File: src/rtl/sci_req_pkg.sv
package sci_req_pkg;
    localparam int PRIO_W  = 3;
    localparam int N_DIR   = 2;
    localparam int N_SRC   = 2 * N_DIR;
    localparam int KIND_W  = $clog2(N_SRC);
    localparam logic [PRIO_W-1:0] NO_PRIO = '1;

    typedef enum logic [KIND_W-1:0] {
        K_RX_DMA = 2'd0,
        K_TX_DMA = 2'd1,
        K_RX_INT = 2'd2,
        K_TX_INT = 2'd3
    } req_kind_e;

    typedef struct packed {
        logic [N_DIR-1:0]  mask;
        logic [N_DIR-1:0]  eob;
        logic [N_DIR-1:0]  srv;
        logic              vld;
        req_kind_e         kind;
        logic [PRIO_W-1:0] lvl;
    } ctrl_st_t;
endpackage

File: src/rtl/sci_req_steer.sv
module sci_req_steer (
    input  logic flag,
    input  logic mask,
    input  logic served,
    input  logic eob,
    output logic dma_req,
    output logic int_req
);
    logic live;
    assign live    = flag & ~served;
    assign dma_req = live & mask;
    assign int_req = (live & ~mask) | eob;
endmodule

File: src/rtl/sci_req_arb.sv
module sci_req_arb #(
    parameter int N = 4,
    localparam int IW = (N > 1) ? $clog2(N) : 1
) (
    input  logic [N-1:0]  req,
    output logic          any,
    output logic [IW-1:0] idx
);
    always_comb begin
        any = |req;
        idx = '0;
        for (int i = N - 1; i >= 0; i--) begin
            if (req[i]) idx = IW'(i);
        end
    end
endmodule

File: src/rtl/sci_req_ctrl.sv
module sci_req_ctrl
    import sci_req_pkg::*;
(
    input  logic              clk,
    input  logic              rst_n,
    input  logic              rx_data_pend,
    input  logic              tx_buf_empty,
    input  logic              tx_shift_empty,
    input  logic              mask_we,
    input  logic              rx_mask_wdata,
    input  logic              tx_mask_wdata,
    input  logic              rx_tc_zero,
    input  logic              tx_tc_zero,
    input  logic              rx_eob_clr,
    input  logic              tx_eob_clr,
    input  logic [PRIO_W-1:0] prio_lvl,
    input  logic              req_ack,
    output logic              req_valid,
    output logic [KIND_W-1:0] req_kind,
    output logic [PRIO_W-1:0] req_level,
    output logic              rx_dma_mask,
    output logic              tx_dma_mask,
    output logic              rx_eob,
    output logic              tx_eob
);
    ctrl_st_t st_d, st_q;

    logic [N_DIR-1:0] flag, tcz, wdat, clr, ack_dir;
    logic [N_DIR-1:0] mask_n, eob_n, srv_n;
    logic [N_DIR-1:0] dma_req, int_req;
    logic [N_SRC-1:0] src;
    logic             any;
    logic [KIND_W-1:0] win;

    assign flag = {tx_buf_empty | tx_shift_empty, rx_data_pend};
    assign tcz  = {tx_tc_zero, rx_tc_zero};
    assign wdat = {tx_mask_wdata, rx_mask_wdata};
    assign clr  = {tx_eob_clr, rx_eob_clr};

    // direction state: masks, end-of-block flags, served marks
    always_comb begin
        for (int d = 0; d < N_DIR; d++) begin
            ack_dir[d] = req_ack & st_q.vld & (st_q.kind[0] == 1'(d));
            if (tcz[d])       mask_n[d] = 1'b0;
            else if (mask_we) mask_n[d] = wdat[d];
            else              mask_n[d] = st_q.mask[d];
            eob_n[d] = (tcz[d] & st_q.mask[d]) | (st_q.eob[d] & ~clr[d]);
            srv_n[d] = flag[d] & (st_q.srv[d] | ack_dir[d]);
        end
    end

    for (genvar d = 0; d < N_DIR; d++) begin : g_dir
        sci_req_steer steer_i (
            .flag    (flag[d]),
            .mask    (mask_n[d]),
            .served  (srv_n[d]),
            .eob     (eob_n[d]),
            .dma_req (dma_req[d]),
            .int_req (int_req[d])
        );
    end

    assign src = {int_req, dma_req};

    sci_req_arb #(.N(N_SRC)) arb_i (
        .req (src),
        .any (any),
        .idx (win)
    );

    always_comb begin
        st_d      = st_q;
        st_d.mask = mask_n;
        st_d.eob  = eob_n;
        st_d.srv  = srv_n;
        st_d.vld  = any & (prio_lvl != NO_PRIO);
        st_d.kind = req_kind_e'(win);
        st_d.lvl  = prio_lvl;
    end

    always_ff @(posedge clk) begin
        if (!rst_n) st_q <= '0;
        else        st_q <= st_d;
    end

    assign req_valid   = st_q.vld;
    assign req_kind    = st_q.kind;
    assign req_level   = st_q.lvl;
    assign rx_dma_mask = st_q.mask[0];
    assign tx_dma_mask = st_q.mask[1];
    assign rx_eob      = st_q.eob[0];
    assign tx_eob      = st_q.eob[1];
endmodule

File: config.mk
export PLATFORM = sky130hd
export DESIGN_NAME = sci_req_ctrl
export DESIGN_NICKNAME = d
export VERILOG_FILES = /design/src/rtl/sci_req_pkg.sv /design/src/rtl/sci_req_steer.sv /design/src/rtl/sci_req_arb.sv /design/src/rtl/sci_req_ctrl.sv
export SDC_FILE = /design/constraint.sdc
export NUM_CORES = 1
export LEC_CHECK = 0
export BUFFER_PORTS_ARGS = -buffer_cell sky130_fd_sc_hd__buf_2
export CAP_MARGIN = 10
export CORE_AREA = 2 2 39 41
export DETAILED_ROUTE_END_ITERATION = 6
export DIE_AREA = 0 0 41 43
export MAX_ROUTING_LAYER = met4
export PLACE_DENSITY_LB_ADDON = 0.08
export SLEW_MARGIN = 20
export SYNTH_ARGS = -nofsm -noshare
export SYNTH_HDL_FRONTEND = slang
export SYNTH_SLANG_ARGS = --single-unit
File: constraint.sdc
create_clock -name clk -period 3.2 [get_ports clk]
set_input_delay 0.16 -clock clk [delete_from_list [all_inputs] [get_ports clk]]
set_output_delay 0.16 -clock clk [all_outputs]
set_load 0.01 [all_outputs]
# Word-level counts from Yosys, hierarchy flattened

Cells that the tools add are included.

Output and inout bits: 10
Latch bits: 0
ROM bits: 0
Memories kept: 0
Bits in writable memories: 0
Register bits after elaboration: 12

$add $sub $neg: 0
Shift-type cells: 0
$lt $le $gt $ge: 0
Bitwise logic cells: 31
Mux-type cells: 7
Eq/ne operators: 1
Reduce and logical (&&, ||, !) cells: 3
Div/mod/pow operators: 0
Multipliers: 0

Operator list:

| kind                                 | number |
|---|---|
| 1-bit bitwise AND                    | 16 |
| 1-bit inverter                       | 8 |
| 1-bit bitwise OR                     | 7 |
| 1-bit two-way mux                    | 5 |
| 2-bit two-way mux                    | 2 |
| 4-bit OR reduction                   | 1 |
| 3-bit != test, second input constant | 1 |
| 3-bit OR reduction                   | 1 |
| 2-bit OR reduction                   | 1 |

# Longest topological paths before layout

Word-level depth: 11
Depth in mapped cells: 4
Mapped depth without buffers: 4

# Cells and area by module

Synthesis repeated with hierarchy kept, for this count alone.

Cells, all modules: 64
Area, all modules: 574.3 um^2

By module, submodules not included:

| module        | seq. area each (um^2) | area each (um^2) | cells an instance | times used |
|---|---|---|---|---|
| sci_req_ctrl  | 240.2                 | 474.2            | 49                | 1 |
| sci_req_steer | 0.0                   | 32.5             | 4                 | 2 |
| sci_req_arb   | 0.0                   | 35.0             | 7                 | 1 |

# Worst setup path before layout

Ideal clock, no wire load.

Kind: flip-flop to flip-flop
Start: reg st_q (netlist bit req_valid)
End: reg st_q (netlist bit req_kind[0])
Arrival: 1.309 ns
Data required time: 3.134 ns
Buffers on the path: 0
Clock period less this slack: 1.375 ns
Cell stages (with the launch flop): 5
Setup slack: 1.825 ns
Setup time: 0.066 ns
Cell sequence: dfxtp_1 > a31o_2 > or4_1 > a21o_1 > a21oi_2

Longest elaborated chain between the ends: 11
Elaborated cells between the ends (all ways): 21

Ends and longest elaborated chain:

| element                        | line                | source |
|---|---|---|
| start, declared                | sci_req_ctrl.sv:26  | `ctrl_st_t st_d, st_q;` |
| start signal, assigned         | sci_req_ctrl.sv:83  | `else st_q <= st_d;` |
| 1-bit bitwise AND (*)          | sci_req_ctrl.sv:43  | `ack_dir[d] = req_ack & st_q.vld & (st_q.kind[0] == 1'(d));` |
| 1-bit bitwise AND              | sci_req_ctrl.sv:43  |  |
| 1-bit bitwise OR               | sci_req_ctrl.sv:48  | `srv_n[d] = flag[d] & (st_q.srv[d] \| ack_dir[d]);` |
| 1-bit bitwise AND              | sci_req_ctrl.sv:48  |  |
| 1-bit inverter                 | sci_req_steer.sv:10 | `assign live = flag & ~served;` |
| 1-bit bitwise AND              | sci_req_steer.sv:10 |  |
| 1-bit bitwise AND              | sci_req_steer.sv:12 | `assign int_req = (live & ~mask) \| eob;` |
| 1-bit bitwise OR               | sci_req_steer.sv:12 |  |
| 2-bit two-way mux (2 in a row) | sci_req_arb.sv:13   | `if (req[i]) idx = IW'(i);` |
| 1-bit two-way mux              | sci_req_arb.sv:13   |  |

Mark *: on every way between the ends. The rest lies on a longest branch, timed or not.
A chain may end at the register's enable or synchronous reset.

# Worst setup path in the final report

Ends and elaborated chain as after synthesis.

==> results.txt <==
----------------------------------------------------
[STA]
  Final-layout setup total negative slack ... 0 ps
  Clock tree skew after final layout ... 1.63 ps
  Worst slew pin tran ... 344 ps
  Setup repair after global routing missed its margin ... no
  Worst rel slew slack ... 0.769
  Final worst slack ... 1770 ps
  Post-route clock period utilization ... 0.446
  Final Hold Viols ... 0
  Timing-limited maximum frequency ... 0.700 GHz
  Number of pins exceeding their max-slew limit in the final report ... 0
  Final critical-path required period ... 1430 ps
  Final setup viols ... 0

[Critical path]
  Data required time of the worst path ... 3400 ps
  R2r startpoint ... req_valid
  Beginning of the critical path ... req_valid
  Worst Setup End Kind ... register
  Startpoint types ... register
  Worst Path Arrival ... 1630 ps
  Logic depth of the worst register-to-register path ... 4
  Capture point of the worst path ... req_kind[0]
  Largest fanout on the critical path ... 4
  Flop2flop setup slack ... 1770 ps
  Worst r2r dst ... req_kind[0]
  Worst setup path class ... reg2reg

[Logic synthesis]
  Seq/Total Area, Yosys ... 0.484
  Cell Area, Synth ... 497 um2
  Number of register bits inferred by synthesis ... 12
  Most frequently used flop master after synthesis ... sky130_fd_sc_hd__dfxtp_1
  Count of flip-flops with a built-in enable after synthesis ... 0
  Number of instances in the synthesized netlist ... 49
  Number of nets produced by synthesis ... 65
  Yosys warnings ... 0
  Mapped Avg Cell Area ... 10.1 um2
  Synth cell types ... 24
  Async set-or-reset flop fraction in the synthesized netlist ... 0

[Power and ir drop]
  Maximum vdd ir drop ... 0.000258 V
  Static leakage ... 0.000320 uW
  PwrDens ... 501 nW/um2

[GRT]
  Initial antenna violation count ... 0
  Number of global-route vias before repair ... 379
  Pin count of the biggest net entering global routing ... 12
  Global-route wire length before repair ... 1550 um
  Total global routing overflow ... 0
  Overall fraction of global-route tracks in use ... 0.136

[CTS]
  Number of buffers inserted by post-CTS setup repair ... 0
  Buffer depth of the longest clock path ... 2
  Number of levels the H-tree was split into ... 1
  Post-cts gate resize count ... 0
  Cell at the root of the clock tree ... sky130_fd_sc_hd__clkbuf_4
  Clock tree from TritonCTS ... built
  Hold buffers post-CTS ... 0
  Clock insertion delay at the later pin of the skew report ... 260 ps
  Number of sinks handled by clock tree synthesis ... 12
  Clock buffer count from CTS ... 3
  Clock Pin Slew Worst Setup and Hold Paths ... 70 ps

[Drt]
  Antenna viol nets, final ... 0
  Detailed-routing iteration count for the pre-antenna-repair pass ... 1
  DRC ... 0
  Total vias in the final route ... 421
  Ratio of routed vias to standard cells ... 4.78
  Routed WL ... 928 um
  Iter 0 DRT Violations ... 0
  Routed length per instance ... 10.5 um

[Layout]
  Total Nets Final ... 89
  Layout cells sized above 1 ... 0.444
  Signed area change from the synthesized netlist to the final layout ... 27.5%
  Diodes inserted ... 0

[Run status]
  Run status ... completed

[Floorplan]
  Die Outline Area ... 1760 um2
  Die extent in x ... 41 um
  Starting Density ... 0.359
  Core outline area ... 1380 um2
  Total number of placement rows ... 14
  Vertical extent of the die ... 43 um
  Number of top-level pins ... 26

[Placement]
  Final weighted congestion of routability-driven global placement ... 0.748
  Final HPWL DP ... 744 um
  Post-place setup slack ... 1790 ps
  Count of port buffers added during placement ... 25

[Min path]
  Hold Crit Depth ... 2
  Worst min path class ... in2reg

[Job]
  Number of max-capacitance violations reported ... 0

----------------------------------------------------
[sequential cells by signal, summed over array words and instances (netlist names)]
signal / cells
req_kind: 2
tx_eob: 1
req_level: 3
tx_dma_mask: 1
rx_dma_mask: 1
st_q: 2
rx_eob: 1
req_valid: 1
[Yosys cell counts (2+ instances only)]
cell type / instances / area share
sky130_fd_sc_hd__and2_1: 5 / 0.063
sky130_fd_sc_hd__and3b_1: 2 / 0.035
sky130_fd_sc_hd__buf_4: 5 / 0.076
sky130_fd_sc_hd__dfxtp_1: 12 / 0.48
sky130_fd_sc_hd__mux2i_1: 2 / 0.040
sky130_fd_sc_hd__nand2_1: 3 / 0.023
sky130_fd_sc_hd__nor2_1: 2 / 0.015
sky130_fd_sc_hd__nor3b_1: 2 / 0.030
[worst min-delay path by stage]
stage | from | to | slack, ps
floorplan | tx_tc_zero | tx_dma_mask | 240
global placement | tx_tc_zero | tx_dma_mask | 370
detailed placement | prio_lvl[0] | req_valid | 370
CTS | prio_lvl[0] | req_valid | 80
global route | prio_lvl[2] | req_valid | 80
finish | prio_lvl[0] | req_valid | 90
[cells in the final DEF, fill, tap and decap left out]
| cell | synthesis | routed |
|---|---|---|
| sky130_fd_sc_hd__and3b_1 | 2 | 2 |
| sky130_fd_sc_hd__or4_1 | 1 | 1 |
| sky130_fd_sc_hd__dfxtp_1 | 12 | 12 |
| sky130_fd_sc_hd__o211a_1 | 1 | 1 |
| sky130_fd_sc_hd__o31ai_1 | 1 | 1 |
| sky130_fd_sc_hd__a31o_2 | 1 | 1 |
| sky130_fd_sc_hd__mux2i_1 | 2 | 2 |
| sky130_fd_sc_hd__nor4_1 | 1 | 1 |
| sky130_fd_sc_hd__nor3b_1 | 2 | 2 |
| sky130_fd_sc_hd__nand2_1 | 3 | 3 |
| sky130_fd_sc_hd__a21boi_0 | 1 | 1 |
| sky130_fd_sc_hd__o21ai_0 | 1 | 1 |
| sky130_fd_sc_hd__inv_1 | 1 | 1 |
| sky130_fd_sc_hd__a211oi_1 | 1 | 1 |
| sky130_fd_sc_hd__clkbuf_8 | 0 | 1 |
| sky130_fd_sc_hd__nor2_1 | 2 | 2 |
| sky130_fd_sc_hd__a31oi_1 | 1 | 1 |
| sky130_fd_sc_hd__o21ai_2 | 1 | 1 |
| sky130_fd_sc_hd__a21o_1 | 1 | 1 |
| sky130_fd_sc_hd__clkbuf_4 | 1 | 3 |
| sky130_fd_sc_hd__a21oi_2 | 1 | 1 |
| sky130_fd_sc_hd__buf_2 | 0 | 25 |
| sky130_fd_sc_hd__o211ai_1 | 1 | 1 |
| sky130_fd_sc_hd__and2_1 | 5 | 5 |
| sky130_fd_sc_hd__nand2b_1 | 1 | 1 |
[area by class of cell]
type / instances / area, um2
clock buffers: 4 / 36.3
repair buffers: 25 / 125
well taps: 16 / 20.0
multi-input cells: 30 / 208
inverters: 1 / 3.75
fillers: 156 / 751
flip-flops and latches: 12 / 240
[report_power, final]
part / internal (uW) / switching (uW) / leakage, uW / total, uW
Combinational: 20.6 / 20.3 / 0.000201 / 41.0
Clock: 69.1 / 47.0 / 0.0000210 / 116
Sequential: 157 / 3.02 / 0.0000988 / 160
Total: 247 / 70.4 / 0.000320 / 317
[per-layer routing]
metal	GRT usage	routed length, um	vias up
li1	-	-	216
met2	0.184	413	16
met4	0.0800	4	0
met3	0.0471	86	2
met1	0.167	425	187
met5	-	0	-
[metrics by stage]
stage	hold slack (ps)	area (um2)	util	power [uW]	instances
after floorplan	236	497	-	191	49
after global placement	373	597	0.431	205	84
after detailed placement	371	597	0.431	205	84
after CTS	77.4	633	0.458	323	88
after global routing	76.2	633	0.458	337	88
final	86.7	633	0.458	317	88
[logic make-up after synthesis]
logic type      share of synthesized area
mux                                0.0403
compound gates                      0.171
simple gates                        0.207
buf+inv                            0.0982
flops                               0.484
[critical path: stages (launching register included)]
cell and delay, ps:
sky130_fd_sc_hd__dfxtp_1 320, sky130_fd_sc_hd__a31o_2 260, sky130_fd_sc_hd__or4_1 470, sky130_fd_sc_hd__a21o_1 200
sky130_fd_sc_hd__a21oi_2 110
Power figures use the tool's default switching activity.
